--- config.mk ---
export PLATFORM = sky130hd
export DESIGN_NAME = vpage_xlate
export DESIGN_NICKNAME = d
export VERILOG_FILES = /design/src/rtl/vpage_xlate.sv
export SDC_FILE = /design/constraint.sdc
export NUM_CORES = 1
export LEC_CHECK = 0
export BUFFER_PORTS_ARGS = -buffer_cell sky130_fd_sc_hd__buf_2
export CAP_MARGIN = 20
export CORE_ASPECT_RATIO = 1.1
export CORE_MARGIN = 4
export CORE_UTILIZATION = 29
export DETAILED_ROUTE_END_ITERATION = 8
export REMOVE_ABC_BUFFERS = 1
export SYNTH_ARGS = -nofsm -noshare
export SYNTH_HDL_FRONTEND = slang
export SYNTH_SLANG_ARGS = --single-unit
--- constraint.sdc ---
create_clock -name clk -period 3.7 [get_ports clk]
set_input_delay 0.185 -clock clk [delete_from_list [all_inputs] [get_ports clk]]
set_output_delay 0.185 -clock clk [all_outputs]
set_load 0.01 [all_outputs]
--- src/rtl/vpage_xlate.sv ---
module vpage_xlate #(
  parameter int VA_W  = 32,
  parameter int PA_W  = 36,
  parameter int OFS_W = 12,
  parameter int WAYS  = 8
) (
  input  logic                    clk,
  input  logic                    rst_n,
  input  logic                    flush,
  input  logic [PA_W-1:0]         table_base,
  input  logic                    req_valid,
  output logic                    req_ready,
  input  logic [VA_W-1:0]         req_vaddr,
  output logic                    rsp_valid,
  output logic [PA_W-1:0]         rsp_paddr,
  output logic                    rsp_miss,
  output logic                    rsp_fault,
  output logic                    mem_req_valid,
  input  logic                    mem_req_ready,
  output logic [PA_W-1:0]         mem_addr,
  input  logic                    mem_rsp_valid,
  input  logic [PA_W-OFS_W:0]     mem_rsp_data
);
  localparam int VPN_W = VA_W - OFS_W;
  localparam int PPN_W = PA_W - OFS_W;
  localparam int IDX_W = (WAYS > 1) ? $clog2(WAYS) : 1;

  typedef enum logic [1:0] {S_IDLE, S_ASK, S_WAIT} state_t;
  state_t state_q;

  logic [WAYS-1:0]  valid_q;
  logic [VPN_W-1:0] tag_q [WAYS];
  logic [PPN_W-1:0] ppn_q [WAYS];
  logic [IDX_W-1:0] rr_q;
  logic [VPN_W-1:0] vpn_q;
  logic [OFS_W-1:0] ofs_q;

  wire [VPN_W-1:0] req_vpn = req_vaddr[VA_W-1:OFS_W];
  wire [OFS_W-1:0] req_ofs = req_vaddr[OFS_W-1:0];
  wire             accept  = req_valid && req_ready;
  wire             fill    = (state_q == S_WAIT) && mem_rsp_valid;
  wire             present = mem_rsp_data[0];
  wire [PPN_W-1:0] new_ppn = mem_rsp_data[PPN_W:1];

  logic             hit;
  logic [IDX_W-1:0] hit_idx;
  always_comb begin
    hit = 1'b0;
    hit_idx = '0;
    for (int i = 0; i < WAYS; i++)
      if (valid_q[i] && tag_q[i] == req_vpn) begin
        hit = 1'b1;
        hit_idx = IDX_W'(i);
      end
  end

  logic             has_empty;
  logic [IDX_W-1:0] victim;
  always_comb begin
    has_empty = 1'b0;
    victim = rr_q;
    for (int i = WAYS - 1; i >= 0; i--)
      if (!valid_q[i]) begin
        has_empty = 1'b1;
        victim = IDX_W'(i);
      end
  end

  assign req_ready     = (state_q == S_IDLE);
  assign mem_req_valid = (state_q == S_ASK);
  assign mem_addr      = table_base + PA_W'({vpn_q, 2'b00});

  always_ff @(posedge clk) begin
    if (!rst_n) begin
      state_q   <= S_IDLE;
      valid_q   <= '0;
      rr_q      <= '0;
      vpn_q     <= '0;
      ofs_q     <= '0;
      rsp_valid <= 1'b0;
      rsp_paddr <= '0;
      rsp_miss  <= 1'b0;
      rsp_fault <= 1'b0;
    end else begin
      rsp_valid <= 1'b0;
      case (state_q)
        S_IDLE: if (accept) begin
          vpn_q <= req_vpn;
          ofs_q <= req_ofs;
          if (hit) begin
            rsp_valid <= 1'b1;
            rsp_miss  <= 1'b0;
            rsp_fault <= 1'b0;
            rsp_paddr <= {ppn_q[hit_idx], req_ofs};
          end else begin
            state_q <= S_ASK;
          end
        end
        S_ASK: if (mem_req_ready) state_q <= S_WAIT;
        S_WAIT: if (mem_rsp_valid) begin
          state_q   <= S_IDLE;
          rsp_valid <= 1'b1;
          rsp_miss  <= 1'b1;
          rsp_fault <= !present;
          rsp_paddr <= present ? {new_ppn, ofs_q} : '0;
          if (present) begin
            valid_q[victim] <= 1'b1;
            if (!has_empty)
              rr_q <= (rr_q == IDX_W'(WAYS - 1)) ? '0 : rr_q + 1'b1;
          end
        end
        default: state_q <= S_IDLE;
      endcase
      if (flush) valid_q <= '0;
    end
  end

  always_ff @(posedge clk) begin
    if (fill && present) begin
      tag_q[victim] <= vpn_q;
      ppn_q[victim] <= new_ppn;
    end
  end

  p_accept_outcome_r2: assert property (@(posedge clk) disable iff (!rst_n)
    accept |=> (rsp_valid && !rsp_miss) || mem_req_valid);

  p_single_walk_r6: assert property (@(posedge clk) disable iff (!rst_n)
    (mem_req_valid || state_q == S_WAIT) |-> !req_ready);

  p_walk_hold_r7: assert property (@(posedge clk) disable iff (!rst_n)
    (mem_req_valid && !mem_req_ready) |=> mem_req_valid && $stable(mem_addr));

  p_fill_answers_r3: assert property (@(posedge clk) disable iff (!rst_n)
    fill |=> rsp_valid && rsp_miss && req_ready);

  p_fault_no_install_r5: assert property (@(posedge clk) disable iff (!rst_n)
    (rsp_valid && rsp_fault && !$past(flush)) |-> valid_q == $past(valid_q));

  p_flush_clears_r8: assert property (@(posedge clk) disable iff (!rst_n)
    flush |=> valid_q == '0);
endmodule

==> flow_summary_export.csv <==
group,metric,value,unit
route,ant_nets,0,
pwr,p_int,0.00827,W
yosys,synth_seq_cells,436,
clock_tree,cts_root_buf,"clkbuf_16",
global_routing,grt_start_max_net_pins,53,
worst_setup_path,critPathLaunchType,"register",
yosys,synth_cell_types,60,
placed_design,place_area,21700,um2
clock_tree,cts_sinks,436,
pwr,p_leak,8.82,nW
pwr,swShare,0.232,
global_routing,grt_usage,0.157,
worst_setup_path,crit_type,"register to output port",
yosys,synth_ff_type,"edfxtp_1",
final_layout,drive_gt1_frac,0.189,
route,drt_iter0_drc,911,
placed_design,dp_slack,285,ps
route,wl_per_cell,21.3,um
sta,setup_ws,162,ps
worst_setup_path,r2r_start,"tag_q[2][3]$_DFFE_PP_",
final_layout,area_delta_synth_final,22.6,%
route,drt_pre_antenna_iters,7,
floorplan,die_h,280,um
run_status,status,"complete, no violations",
floorplan,rows,99,
floorplan,dieArea,71600,um2
global_routing,overflow,0,
route,vias,13900,
placed_design,io_buffer_count,171,
worst_setup_path,crit_arrival,3350,ps
sta,hold_viol_final,0,
yosys,syn_avg_cell_area,12.2,um2
pwr,powerDensity,449,nW/um2
clock_tree,htree_levels,2,
floorplan,core-area,66500,um2
worst_setup_path,crit_start,"vpn_q[0]$_SDFFE_PN0P_",
pwr,p_total,0.0108,W
placed_design,gp_congestion,0.912,
yosys,synth-edff-count,352,
route,wl,58300,um
worst_setup_path,cp.required,3510,ps
placed_design,dp_hpwl,37000,um
route,drcViolationCount,0,
worst_setup_path,cp-end-kind,"output port",
hold_path,hp-class,"primary input to register",
final_layout,fin_util,0.360,
final_layout,nets,1964,
final_layout,final_area,24000,um2
route,via_per_inst,5.09,
yosys,syn_area,19500,um2
pwr,ir_worst_vdd,319,uV
yosys,yosys_warnings,0,
clock_tree,clkTransAtPathRegs,60,ps
sta,fmax,0.283,GHz
pwr,power_frac_clock,0.429,
sta,skew,39.6,ps
sta,slew_violations,0,
floorplan,die_x,256,um
yosys,synthCells,1602,
sta,fin_hold_ws,54.4,ps
pwr,seqPwrFrac,0.499,
hold_path,hold_path.startpoint,"req_vaddr[30]",
yosys,ys_seq_area_frac,0.627,
global_routing,grt_pass1_wl,87100,um
yosys,async_reset_ff_frac,0,
sta,tightest_slew,676,ps
clock_tree,cts-buffers-inserted,45,
pwr,switchingPower,0.00249,W
worst_setup_path,path_max_fanout,7,
pwr,power_frac_comb,0.073,
clock_tree,worstSkewPairLatency,610,ps
global_routing,grt_pass1_vias,14200,
sta,relSlewSlack,0.549,
sta,period_share,0.956,
global_routing,antenna_found_initial,0,
flow_run,maxCapViolCount,0,
floorplan,start_util,0.294,
clock_tree,cts.path.max_buffers,3,
final_layout,fill_cells,6399,
floorplan,io_pins,176,
sta,final-setup-viol-count,0,
clock_tree,cts_tree,"yes",
sta,min_period,3540,ps
[cell usage after synthesis, drive strengths merged, types with 6 or more instances]
master,count,share of area
inv,14,0.0027
a21o,33,0.013
nor4b,6,0.0027
nor3,7,0.0018
nor4,22,0.0070
xnor2,118,0.053
a21oi,64,0.016
xor2,72,0.032
and3,10,0.0032
ha,22,0.014
nor2b,8,0.0026
and2,8,0.0026
a41o,24,0.012
buf,35,0.011
o211a,13,0.0067
o21a,6,0.0023
o21ai,8,0.0022
or4,7,0.0027
mux2i,26,0.013
a32oi,24,0.011
edfxtp,352,0.54
nand4,44,0.014
clkbuf,60,0.012
o211ai,26,0.010
or3,25,0.0080
dfxtp,84,0.086
and4,6,0.0027
o21bai,6,0.0023
or2,6,0.0019
nor2,42,0.0081
nand2b,6,0.0019
a21boi,36,0.014
nand2,263,0.051
nand3,90,0.023
[per-stage QoR]
| stage | TNS (ps) | instances |
|---|---|---|
| global placement | 0 | 2594 |
| floorplan | -49650 | 1507 |
| detailed placement | 0 | 2594 |
| global route | -14.1 | 2737 |
| finish | 0 | 2738 |
| CTS | -14.5 | 2736 |
[kinds of logic (layout without fill, tap and decap cells)]
| logic type | Yosys count | after routing | synth area share |
|---|---|---|---|
| AND/OR/NAND/NOR | 562 | 562 | 0.138 |
| buffers and inverters | 109 | 386 | 0.0252 |
| multiplexers | 26 | 26 | 0.0133 |
| flip-flops | 436 | 436 | 0.627 |
| AO/OA/AOI/OAI | 256 | 256 | 0.0960 |
| other | 0 | 1 | 0 |
| XOR/XNOR | 190 | 190 | 0.0851 |
| adder cells (fa/ha/maj) | 23 | 23 | 0.0151 |
[layer usage]
metal / vias up / global-route usage / wire length [um]
met5: - / 0 / 0
met4: 0 / 0.0480 / 1670
met3: 101 / 0.0307 / 4070
met2: 573 / 0.276 / 28600
met1: 6882 / 0.197 / 23900
li1: 6383 / - / -
[cells in the final DEF (no fill, tap or decap), drive strengths merged, types with 7 or more instances in the layout]
cell / synthesis / routed
o211a: 13 / 13
o211ai: 26 / 26
buf: 35 / 235
edfxtp: 352 / 352
o21ai: 8 / 8
a21oi: 64 / 64
nor2: 42 / 42
clkinv: 0 / 18
nand4: 44 / 44
dfxtp: 84 / 84
and2: 8 / 8
and3: 10 / 10
or3: 25 / 25
a32oi: 24 / 24
a41o: 24 / 24
a21o: 33 / 33
nand2: 263 / 263
a21boi: 36 / 36
dlygate4sd3: 0 / 53
nor3: 7 / 7
xor2: 72 / 72
or4: 7 / 7
nand3: 90 / 90
inv: 14 / 16
mux2i: 26 / 26
nor4: 22 / 22
xnor2: 118 / 118
nor2b: 8 / 8
ha: 22 / 22
clkbuf: 60 / 59
[worst paths after layout]
kind	to	slack, ps	cells past startpoint
worst max-delay path	mem_addr[30]	160	14
worst min-delay path	vpn_q[18]$_SDFFE_PN0P_	50	3
worst max register to register	rsp_paddr[25]$_SDFFE_PN0P_	350	10
worst min register to register	ofs_q[2]$_SDFFE_PN0P_	470	2
[layout make-up]
cell class	instances	area (um2)	share of cell area
repair buffers	288	1990	0.0832
flip-flops and latches	436	12300	0.512
well taps	858	1070	0.0448
multi-input cells	1057	7060	0.295
diodes	1	2.50	0.000104
clock inverters	25	298	0.0124
inverters	14	52.6	0.00219
clock buffers	59	1210	0.0504
[critical path, cell delays in order, from the launching register on]
cell	delay, ps
dfxtp_4	350
ha_4	160
inv_2	50
fa_2	190
nand2b_4	140
a21oi_4	60
o31ai_4	260
a31oi_4	150
or4_4	440
a31o_4	250
a31oi_1	170
buf_4	180
nor2_2	50
xor2_1	140
buf_2	160
[sequential cells by signal, indices dropped and copies added (netlist names)]
| signal | count |
|---|---|
| ofs_q | 12 |
| ppn_q | 192 |
| rr_q | 3 |
| rsp_fault | 1 |
| rsp_miss | 1 |
| rsp_paddr | 36 |
| rsp_valid | 1 |
| state_q | 2 |
| tag_q | 160 |
| valid_q | 8 |
| vpn_q | 20 |
[power groups by stage]
stage | Clock (W) | Combinational [W] | Sequential (W)
after floorplan | 0 | 0.000333 | 0.00546
after global placement | 0 | 0.000675 | 0.00547
after detailed placement | 0 | 0.000692 | 0.00547
after CTS | 0.00472 | 0.000774 | 0.00536
after global routing | 0.00492 | 0.000853 | 0.00536
final | 0.00461 | 0.000783 | 0.00536
[repair_timing]
item                                   4_1_cts  5_1_grt
setup endpoints to repair                   16       16
hold buffers                                53        0
resized for setup                           31       10
buffers inserted                             5        1
endpoints found under the hold margin      237        0
pin swaps                                   12       10
No activity file was read; power rests on OpenSTA's default activity.
